### src/rtl/mbi_pkg.sv
package mbi_pkg;
  localparam int CLASS_W = 4;

  typedef enum logic [CLASS_W-1:0] {
    CL_OTHER   = 4'd0,
    CL_ACC_L   = 4'd1,
    CL_ACC_W   = 4'd2,
    CL_DMUL_L  = 4'd3,
    CL_MUL_W   = 4'd4,
    CL_RES2GPR = 4'd5,
    CL_RES2MEM = 4'd6,
    CL_GPR2RES = 4'd7,
    CL_MEM2RES = 4'd8
  } iclass_e;

  function automatic logic is_mul_class(input logic [CLASS_W-1:0] c);
    return (c >= CL_ACC_L) && (c <= CL_MEM2RES);
  endfunction
endpackage

### src/rtl/mbi_decode.sv
module mbi_decode
  import mbi_pkg::*;
(
  input  logic               vld,
  input  logic [CLASS_W-1:0] cls,
  output logic               acc_l,
  output logic               mul_user
);
  always_comb begin
    acc_l    = vld && (cls == CL_ACC_L);
    mul_user = vld && is_mul_class(cls);
  end
endmodule

### src/rtl/mbi_tracker.sv
module mbi_tracker #(
  parameter int NUM_MA      = 2,
  parameter int BUSY_CYCLES = 4,
  localparam int CNT_W      = $clog2(BUSY_CYCLES + 1)
) (
  input  logic             clk,
  input  logic             rst,
  input  logic             acc_issue,
  output logic [NUM_MA:0]  stg,
  output logic [CNT_W-1:0] busy_cnt,
  output logic             start
);
  // stg[0] = EX slot, stg[1..NUM_MA] = memory slots of the accumulate
  always_ff @(posedge clk) begin
    if (rst) stg[0] <= 1'b0;
    else     stg[0] <= acc_issue;
  end

  for (genvar g = 1; g <= NUM_MA; g++) begin : g_slot
    always_ff @(posedge clk) begin
      if (rst) stg[g] <= 1'b0;
      else     stg[g] <= stg[g-1];
    end
  end

  assign start = stg[NUM_MA];

  always_ff @(posedge clk) begin
    if (rst)                     busy_cnt <= '0;
    else if (stg[NUM_MA])        busy_cnt <= CNT_W'(BUSY_CYCLES);
    else if (busy_cnt != '0)     busy_cnt <= busy_cnt - CNT_W'(1);
  end

  AST_START_PULSE: assert property (@(posedge clk) disable iff (rst)
    start |=> !start);
  AST_ONE_ACC_IN_FLIGHT: assert property (@(posedge clk) disable iff (rst)
    $onehot0(stg));
endmodule

### src/rtl/mbi_stall_ctrl.sv
module mbi_stall_ctrl #(
  parameter int NUM_MA = 2,
  parameter int CNT_W  = 3
) (
  input  logic             clk,
  input  logic             rst,
  input  logic             id_valid,
  input  logic             mul_user,
  input  logic             fetch_req,
  input  logic [NUM_MA:0]  stg,
  input  logic [CNT_W-1:0] busy_cnt,
  output logic             id_stall,
  output logic             if_hold
);
  logic follow_slot, mul_busy, ma_active;

  always_comb begin
    follow_slot = stg[0];
    ma_active   = |stg[NUM_MA:1];
    // released in the cycle where the last busy cycle runs out
    mul_busy    = (|stg) || (busy_cnt > CNT_W'(1));
    id_stall    = id_valid && (follow_slot || (mul_user && mul_busy));
    if_hold     = fetch_req && ma_active;
  end

  AST_IFHOLD_QUAL: assert property (@(posedge clk) disable iff (rst)
    if_hold |-> fetch_req);
endmodule

### src/rtl/mbi_interlock.sv
module mbi_interlock
  import mbi_pkg::*;
#(
  parameter int NUM_MA      = 2,
  parameter int BUSY_CYCLES = 4
) (
  input  logic               clk,
  input  logic               rst,
  input  logic               id_valid,
  input  logic [CLASS_W-1:0] id_class,
  input  logic               fetch_req,
  output logic               id_stall,
  output logic               if_hold,
  output logic               mul_start
);
  localparam int CNT_W = $clog2(BUSY_CYCLES + 1);

  logic             acc_l, mul_user, acc_issue;
  logic [NUM_MA:0]  stg;
  logic [CNT_W-1:0] busy_cnt;

  mbi_decode u_dec (
    .vld(id_valid), .cls(id_class), .acc_l(acc_l), .mul_user(mul_user)
  );

  assign acc_issue = acc_l && !id_stall;

  mbi_tracker #(.NUM_MA(NUM_MA), .BUSY_CYCLES(BUSY_CYCLES)) u_trk (
    .clk(clk), .rst(rst), .acc_issue(acc_issue),
    .stg(stg), .busy_cnt(busy_cnt), .start(mul_start)
  );

  mbi_stall_ctrl #(.NUM_MA(NUM_MA), .CNT_W(CNT_W)) u_stl (
    .clk(clk), .rst(rst), .id_valid(id_valid), .mul_user(mul_user),
    .fetch_req(fetch_req), .stg(stg), .busy_cnt(busy_cnt),
    .id_stall(id_stall), .if_hold(if_hold)
  );

  AST_RESET_QUIET: assert property (@(posedge clk)
    rst |=> (!mul_start && !if_hold));
  AST_FOLLOW_STALL: assert property (@(posedge clk) disable iff (rst)
    acc_issue |=> (!id_valid || id_stall));
  AST_MUL_WAIT: assert property (@(posedge clk) disable iff (rst)
    (mul_start && mul_user) |-> id_stall);
endmodule

### config.mk
export PLATFORM = sky130hd
export DESIGN_NAME = mbi_interlock
export DESIGN_NICKNAME = d
export VERILOG_FILES = /design/src/rtl/mbi_pkg.sv /design/src/rtl/mbi_decode.sv /design/src/rtl/mbi_tracker.sv /design/src/rtl/mbi_stall_ctrl.sv /design/src/rtl/mbi_interlock.sv
export SDC_FILE = /design/constraint.sdc
export NUM_CORES = 1
export LEC_CHECK = 0
export ABC_AREA = 1
export CAP_MARGIN = 20
export CORE_AREA = 2 2 39 41
export DETAILED_ROUTE_END_ITERATION = 7
export DIE_AREA = 0 0 41 43
export DONT_BUFFER_PORTS = 1
export PLACE_DENSITY = 0.36
export SLEW_MARGIN = 30
export SYNTH_ARGS = -nofsm -noshare
export SYNTH_HDL_FRONTEND = slang
export SYNTH_SLANG_ARGS = --single-unit
### constraint.sdc
create_clock -name clk -period 1.4 [get_ports clk]
set_input_delay 0.14 -clock clk [delete_from_list [all_inputs] [get_ports clk]]
set_output_delay 0.14 -clock clk [all_outputs]
set_load 0.02 [all_outputs]
==> results.rst, run 1 <==
.. list-table::
   :header-rows: 1

   * - Metric
     - Value
   * - Outcome
     - finished, violations left
   * - Violations in the final reports
     - setup timing
   * - Maximum clock skew at final layout
     - about 0.0038 ns
   * - Worst Slack Setup Final
     - -0.0761 ns
   * - Deepest clock path buffer count
     - 2
   * - Sequential-to-total area share from yosys stat
     - 37.2%
   * - Gp weighted congestion
     - roughly 0.65
   * - Summed negative setup slack over all endpoints
     - -0.0761 ns
   * - Number of synthesis warnings
     - 0
   * - Initial antenna violation count
     - 0
   * - Net load switching power
     - about 0.35 mW
   * - Clock latency at the later pin of the worst-skew pair
     - ~0.25 ns
   * - Detailed placer's ending HPWL
     - between 500 and 600 um
   * - Instance area at placement
     - around 360 um2
   * - DRC violation total after the first TritonRoute iteration
     - 1
   * - DR DRC count
     - 0
   * - Maximum number of pins on one net before global-route repair
     - 6
   * - Wire length of the first global-routing pass
     - around 1.2 mm
   * - Final instance area
     - roughly 490 um2
   * - Max-Cap Viols
     - 0
   * - CTS H-Tree Depth
     - 1
   * - Final number of hold-violating endpoints
     - 0
   * - Chip Height
     - ~43 um
   * - Average wire length per cell after detail routing
     - around 10 um
   * - Critical setup path kind
     - reg2out
   * - Number of cells in the finished layout apart from fillers
     - a little over 70
   * - Met3 track demand over resource
     - 6.28%
   * - GR Util met2
     - roughly 17%
   * - Via count
     - 320
   * - Die X
     - 41 um
   * - Most used routing layer
     - met2
   * - Cell internal power dissipation
     - between 0.5 and 0.6 mW
   * - Cell area after synthesis
     - 323 um2
   * - Largest voltage drop on the vdd net
     - approximately 510 uV
   * - Final core area utilization
     - a little over a third
   * - Via density per instance
     - between 4 and 5
   * - Area growth from synthesis to layout
     - 51.6%
   * - Count of standard-cell rows
     - 14
   * - Antenna Nets Post-Route
     - 0
   * - Overall die area
     - between 1500 and 2000 um2
   * - Via count of the first global-routing pass
     - ~340
   * - Number of synthesized register bits
     - 6
   * - Combinational Power Share
     - a little over half
   * - Switching share of power
     - 37.5%
   * - Final critical path time including I/O delays and setup
     - 1.48 ns
   * - Clock power share
     - between 15 and 20%
   * - Clock tree from TritonCTS
     - built
   * - Share of cells above drive strength 1
     - a little under two fifths
   * - Initial standard-cell utilization of the core
     - a little under a quarter
   * - Post-Syn Instances
     - 45
   * - Routed WL
     - roughly 740 um
   * - Pins Over Slew Limit
     - 0
   * - Floorplan core area
     - 1380 um2
   * - Pre-CTS setup slack
     - around 0.047 ns
   * - Cell at the root of the clock tree
     - sky130_fd_sc_hd__clkbuf_4
   * - Final Net Count
     - between 60 and 70
   * - First-pass iteration count of the detailed router
     - 2
   * - Part of the cycle the worst path needs
     - 105%
   * - Total routing resource utilization after global routing
     - a little over a tenth
   * - Highest Clock Rate
     - 677 MHz
   * - Part of the total power dissipated in sequential elements
     - roughly 28%
   * - Actual transition at the worst max-transition pin
     - ~0.21 ns
   * - Sink Count
     - 6
   * - Required time at the worst-slack endpoint
     - approximately 1.3 ns
   * - Global route overflow
     - 0
   * - Type of the tightest min-delay check
     - in2reg
   * - Synth unique cells
     - 13
   * - Worst setup EP type
     - output port
   * - Port Buffers
     - 0
   * - Count of placed standard cells including taps
     - 63
   * - Biggest fanout along the worst timing path
     - 2
   * - RSZ-0062 raised after global routing
     - yes
   * - Power per cell area
     - 1900 nW/um2
   * - Number of buffers created by CTS
     - 3
   * - Post-synthesis average cell area
     - ~7.2 um2
   * - GR met1 Demand/Resource
     - under 10%
   * - LEAKAGE
     - about 0.22 nW
   * - CTS clk-pin slew, worst paths
     - 0.05 ns
   * - Type of origin of the critical path
     - flop
   * - Crit path DAT
     - ~1.3 ns
   * - Ports
     - 11
   * - Setup violation total in the final timing report
     - 1
   * - Max-Slew Margin vs Limit
     - about 86%
   * - Number of antenna repair diodes
     - 0
   * - Net count after synthesis
     - 56
-- Yosys cell counts (all sizes together) --
master,n,area share [%]
o21bai,2,4.6
ha,3,12
a21oi,4,7.4
nor2,10,12
nand2,7,8.1
o21a,1,2.3
dfxtp,6,37
nand4,1,1.9
nand3,1,1.5
or2,1,1.9
a211oi,1,2.3
inv,8,9.3
-- flip-flops by register name (all words and copies together), names as in the netlist --
register / flops
u_trk.busy_cnt: 3
u_trk.stg: 2
u_trk.start: 1
-- kinds of logic (layout without fill, tap and decap cells) --
kind of cell	after synthesis	count (layout)	share of synthesized area, %
AND/OR/NAND/NOR	20	20	25.2
AO/OA/AOI/OAI	8	8	16.7
buffers and inverters	8	19	9.30
flip-flops	6	6	37.2
adder cells (fa/ha/maj)	3	3	11.6
-- critical path, cell delays in order, from the launching register on --
cell and delay, ns:
sky130_fd_sc_hd__dfxtp_2 0.33, sky130_fd_sc_hd__inv_2 0.05, sky130_fd_sc_hd__ha_4 0.14, sky130_fd_sc_hd__o21bai_4 0.16, sky130_fd_sc_hd__nand2_2 0.07, sky130_fd_sc_hd__nand3_2 0.07
sky130_fd_sc_hd__a21oi_2 0.14, sky130_fd_sc_hd__buf_6 0.13
-- routing by layer --
metal	part of all wire [%]	up-vias	wire length, um
li1	-	165	-
met1	34	141	250
met2	56	11	414
met3	7.7	3	57
met4	2.3	0	17
met5	0	-	0
-- path summary, 6_finish.rpt --
check,start,end,slack [ns],cells after the start
worst max-delay path,u_trk.busy_cnt[1],id_stall,-0.08,7
worst min-delay path,id_valid,u_trk.stg[0],0.05,2
worst max register to register,u_trk.busy_cnt[1],u_trk.busy_cnt[1],0.09,8
worst min register to register,u_trk.stg[1],u_trk.start,0.45,2
-- power groups by stage --
stage	sequential [mW]	clock [mW]	combinational (mW)
finish	0.264	0.162	0.503
global route	0.270	0.181	0.551
CTS	0.259	0.171	0.386
detailed placement	0.252	0	0.262
global placement	0.247	0	0.254
floorplan	0.242	0	0.211
-- stage by stage --
stage / total power, mW / hold WS (ns)
CTS: 0.816 / 0.0415
detailed placement: 0.513 / 0.215
floorplan: 0.454 / 0.209
global route: 1.00 / 0.0649
finish: 0.929 / 0.0498
global placement: 0.502 / 0.211
-- placed cells by master (no fill, tap or decap) --
| master | count |
|---|---|
| sky130_fd_sc_hd__a21oi_2 | 2 |
| sky130_fd_sc_hd__ha_1 | 1 |
| sky130_fd_sc_hd__a21oi_1 | 2 |
| sky130_fd_sc_hd__o21bai_4 | 1 |
| sky130_fd_sc_hd__nand2_4 | 1 |
| sky130_fd_sc_hd__a211oi_1 | 1 |
| sky130_fd_sc_hd__ha_4 | 2 |
| sky130_fd_sc_hd__o21a_1 | 1 |
| sky130_fd_sc_hd__nand4_1 | 1 |
| sky130_fd_sc_hd__inv_2 | 1 |
| sky130_fd_sc_hd__buf_6 | 1 |
| sky130_fd_sc_hd__nand2_2 | 1 |
| sky130_fd_sc_hd__nor2_1 | 10 |
| sky130_fd_sc_hd__nand3_2 | 1 |
| sky130_fd_sc_hd__dfxtp_1 | 4 |
| sky130_fd_sc_hd__clkbuf_4 | 3 |
| sky130_fd_sc_hd__or2_1 | 1 |
| sky130_fd_sc_hd__nand2_1 | 5 |
| sky130_fd_sc_hd__buf_4 | 6 |
| sky130_fd_sc_hd__inv_1 | 7 |
| sky130_fd_sc_hd__o21bai_1 | 1 |
| sky130_fd_sc_hd__dfxtp_2 | 2 |
| sky130_fd_sc_hd__dlygate4sd3_1 | 1 |
-- layout make-up --
type                       instances  area, um2
fill                             148        895
multi-input combinational         31        228
sequential                         6        123
timing repair buffer               8       66.3
inverter                           8       30.0
clock buffer                       3       22.5
tap                               16       20.0
-- what timing repair did --
| action | CTS | global route |
|---|---|---|
| setup endpoints to repair | 1 | 4 |
| gates resized for setup | 9 | 5 |
| pin swaps | 3 | 3 |
| hold endpoints to repair | 3 | 0 |
| buffers inserted | 5 | 1 |
| hold buffers | 1 | 0 |
| cloned | 0 | 0 |
(Power assumes the default switching activity.)
==> run 2, diff against run 1 <==
--- a/config.mk
+++ b/config.mk
@@ -11,6 +11,7 @@
 export DETAILED_ROUTE_END_ITERATION = 7
 export DIE_AREA = 0 0 41 43
 export DONT_BUFFER_PORTS = 1
+export GPL_TIMING_DRIVEN = 0
 export PLACE_DENSITY = 0.36
 export SLEW_MARGIN = 30
 export SYNTH_ARGS = -nofsm -noshare
==> results.rst, run 2 (synthesis results as in run 1) <==
.. list-table::
   :header-rows: 1

   * - Metric
     - Value
   * - Outcome
     - finished, violations left
   * - Violations in the final reports
     - setup timing
   * - Average wire length per cell after detail routing
     - between 9 and 10 um
   * - Via density per instance
     - between 4 and 5
   * - Final Net Count
     - 68
   * - Combinational Power Share
     - about half
   * - Max-Cap Viols
     - 0
   * - Port Buffers
     - 0
   * - Largest register FFs
     - 3
   * - Initial standard-cell utilization of the core
     - a little under a quarter
   * - Crit path DAT
     - 1.30 ns
   * - Worst Setup EP
     - id_stall
   * - Most common cell after layout, fill and taps aside
     - sky130_fd_sc_hd__nor2_1
   * - Register containing the most flip-flops in the final layout
     - u_trk.busy_cnt
   * - Worst setup EP type
     - output port
   * - LEAKAGE
     - around 0.21 nW
   * - Power per cell area
     - between 1500 and 2000 nW/um2
   * - Reg-to-reg endpoint
     - u_trk.busy_cnt[1]
   * - Largest voltage drop on the vdd net
     - 740 uV
   * - Deepest clock path buffer count
     - 2
   * - Gp weighted congestion
     - 0.673
   * - Clock latency at the later pin of the worst-skew pair
     - approximately 0.24 ns
   * - Actual transition at the worst max-transition pin
     - 0.216 ns
   * - Slack of the worst reg-to-reg path
     - 0.07 ns
   * - Required time at the worst-slack endpoint
     - about 1.3 ns
   * - Worst-case reg-to-reg path depth
     - 6
   * - Detailed placer's ending HPWL
     - between 500 and 600 um
   * - Clock power share
     - 17.8%
   * - Biggest fanout along the worst timing path
     - 5
   * - DRC violation total after the first TritonRoute iteration
     - 2
   * - Via count of the first global-routing pass
     - between 300 and 400
   * - Initial antenna violation count
     - 0
   * - Launching point of the worst reg2reg path
     - u_trk.busy_cnt[1]
   * - Setup violation total in the final timing report
     - 1
   * - Worst Slack Setup Final
     - -0.0422 ns
   * - Worst-path cell chain
     - ha_4 > o21bai_4 > nand2_2 > nand3_2 > a21oi_4
   * - Final critical path time including I/O delays and setup
     - between 1 and 1.5 ns
   * - Number of antenna repair diodes
     - 0
   * - Part of the total power dissipated in sequential elements
     - 30.2%
   * - CTS clk-pin slew, worst paths
     - ~0.050 ns
   * - Total number of cells along the worst setup path
     - 5
   * - Global route overflow
     - 0
   * - Via count
     - 312
   * - Floorplan core area
     - approximately 1400 um2
   * - Cell internal power dissipation
     - 0.556 mW
   * - Net load switching power
     - 0.321 mW
   * - Number of buffers created by CTS
     - 3
   * - Sequential cell area
     - between 100 and 150 um2
   * - Number of cells in the finished layout apart from fillers
     - 71
   * - Final total power
     - between 0.8 and 0.9 mW
   * - Overall die area
     - approximately 1800 um2
   * - Area growth from synthesis to layout
     - 45.3%
   * - CTS H-Tree Depth
     - 1
   * - Routed WL
     - 683 um
   * - Max-Slew Margin vs Limit
     - between 80% and 90%
   * - Maximum number of pins on one net before global-route repair
     - 6
   * - Switching share of power
     - a little over a third
   * - Clock tree from TritonCTS
     - built
   * - DR DRC count
     - 0
   * - Cell at the root of the clock tree
     - sky130_fd_sc_hd__clkbuf_4
   * - Critical setup path kind
     - reg2out
   * - Total routing resource utilization after global routing
     - 10.4%
   * - Maximum clock skew at final layout
     - between 0.006 and 0.007 ns
   * - Ports
     - 11
   * - CP max stage delay
     - approximately 0.36 ns
   * - First-pass iteration count of the detailed router
     - 2
   * - Most frequent cells in the layout
     - sky130_fd_sc_hd__nor2_1, sky130_fd_sc_hd__inv_1, sky130_fd_sc_hd__buf_4
   * - Startpoint of the worst setup timing path
     - u_trk.busy_cnt[0]
   * - Share of cells above drive strength 1
     - 36.4%
   * - Final number of hold-violating endpoints
     - 0
   * - Type of origin of the critical path
     - flop
   * - Count of standard-cell rows
     - 14
   * - Count of placed standard cells including taps
     - approximately 60
   * - Fill cell instance count of the final layout
     - between 150 and 200
   * - RSZ-0062 raised after global routing
     - yes
   * - Pins Over Slew Limit
     - 0
   * - Type of the tightest min-delay check
     - in2reg
   * - Area of combinational cells with multiple inputs
     - approximately 220 um2
   * - Part of the cycle the worst path needs
     - 103%
   * - Final core area utilization
     - between 30% and 40%
   * - Chip Height
     - 43 um
   * - Sink Count
     - 6
   * - Family with the most delay on the worst path
     - compound AO/OA/AOI/OAI gates
   * - Wire length of the first global-routing pass
     - 1.17 mm
   * - Antenna Nets Post-Route
     - 0
   * - CP bufs+invs
     - 0
   * - Master of the slowest instance on the critical path
     - sky130_fd_sc_hd__dfxtp_2
   * - Die X
     - just over 40 um
   * - Highest Clock Rate
     - between 600 and 700 MHz
[run 2: cell types whose count changed in the layout (fill, tap and decap cells not counted)]
| cell | previous run | this run |
|---|---|---|
| sky130_fd_sc_hd__ha_4 | 2 | 1 |
| sky130_fd_sc_hd__dfxtp_2 | 2 | 3 |
| sky130_fd_sc_hd__ha_1 | 1 | 2 |
| sky130_fd_sc_hd__dfxtp_1 | 4 | 3 |
| sky130_fd_sc_hd__a21oi_4 | 0 | 1 |
| sky130_fd_sc_hd__a21oi_2 | 2 | 1 |
| sky130_fd_sc_hd__nand2_4 | 1 | 0 |
| sky130_fd_sc_hd__nand2_2 | 1 | 2 |
| sky130_fd_sc_hd__buf_6 | 1 | 0 |
[run 2: how the worst min path moves through the flow]
stage                   from                 to  slack [ns]  depth (start not counted)
global placement         rst  u_trk.busy_cnt[2]        0.21                          1
finish              id_valid       u_trk.stg[0]        0.05                          2
CTS                 id_valid       u_trk.stg[0]        0.05                          2
detailed placement       rst  u_trk.busy_cnt[2]        0.21                          1
floorplan                rst  u_trk.busy_cnt[2]        0.21                          1
global route        id_valid       u_trk.stg[0]        0.07                          2
[run 2: what timing repair did]
action,CTS,global route
pin swaps,2,3
hold endpoints to repair,3,0
setup endpoints to repair,1,3
hold buffers,1,0
gates resized for setup,9,3
setup buffers,4,2
[run 2: power by group through the flow]
stage | Clock, mW | Sequential [mW] | Combinational [mW]
after floorplan | 0 | 0.242 | 0.211
after global placement | 0 | 0.248 | 0.245
after detailed placement | 0 | 0.252 | 0.256
after CTS | 0.166 | 0.263 | 0.372
after global routing | 0.179 | 0.270 | 0.506
final | 0.157 | 0.265 | 0.456
[run 2: worst reg2reg max path: cells and delay by family (launching register included)]
kind | cells | cell delay [ns]
adder cells (fa/ha/maj) | 1 | 0.27
AO/OA/AOI/OAI | 1 | 0.23
flip-flops | 1 | 0.33
buffers and inverters | 4 | 0.42
[run 2: metal layers]
layer	GRT usage [%]	routed length, um
met1	9.48	234
met2	16.6	383
met3	9.42	65
met4	2.00	0
met5	0	0
[run 2: layout make-up]
cell class                 instances  share of cell area, %
multi-input combinational         31                   46.4
sequential                         6                   26.4
timing repair buffer               7                   11.7
inverter                           8                   6.40
clock buffer                       3                   4.80
tap                               16                   4.27
[run 2: metrics by stage]
stage          setup TNS, ns  hold slack [ns]  worst slack [ns]  cell area (um2)
3_5_place_dp         -0.0684            0.215           -0.0684              343
4_1_cts               -0.104           0.0468            -0.104              439
5_1_grt               -0.106           0.0677            -0.106              469
6_report             -0.0422           0.0515           -0.0422              469
3_3_place_gp         -0.0121            0.211           -0.0121              343
2_1_floorplan              0            0.209            0.0795              323
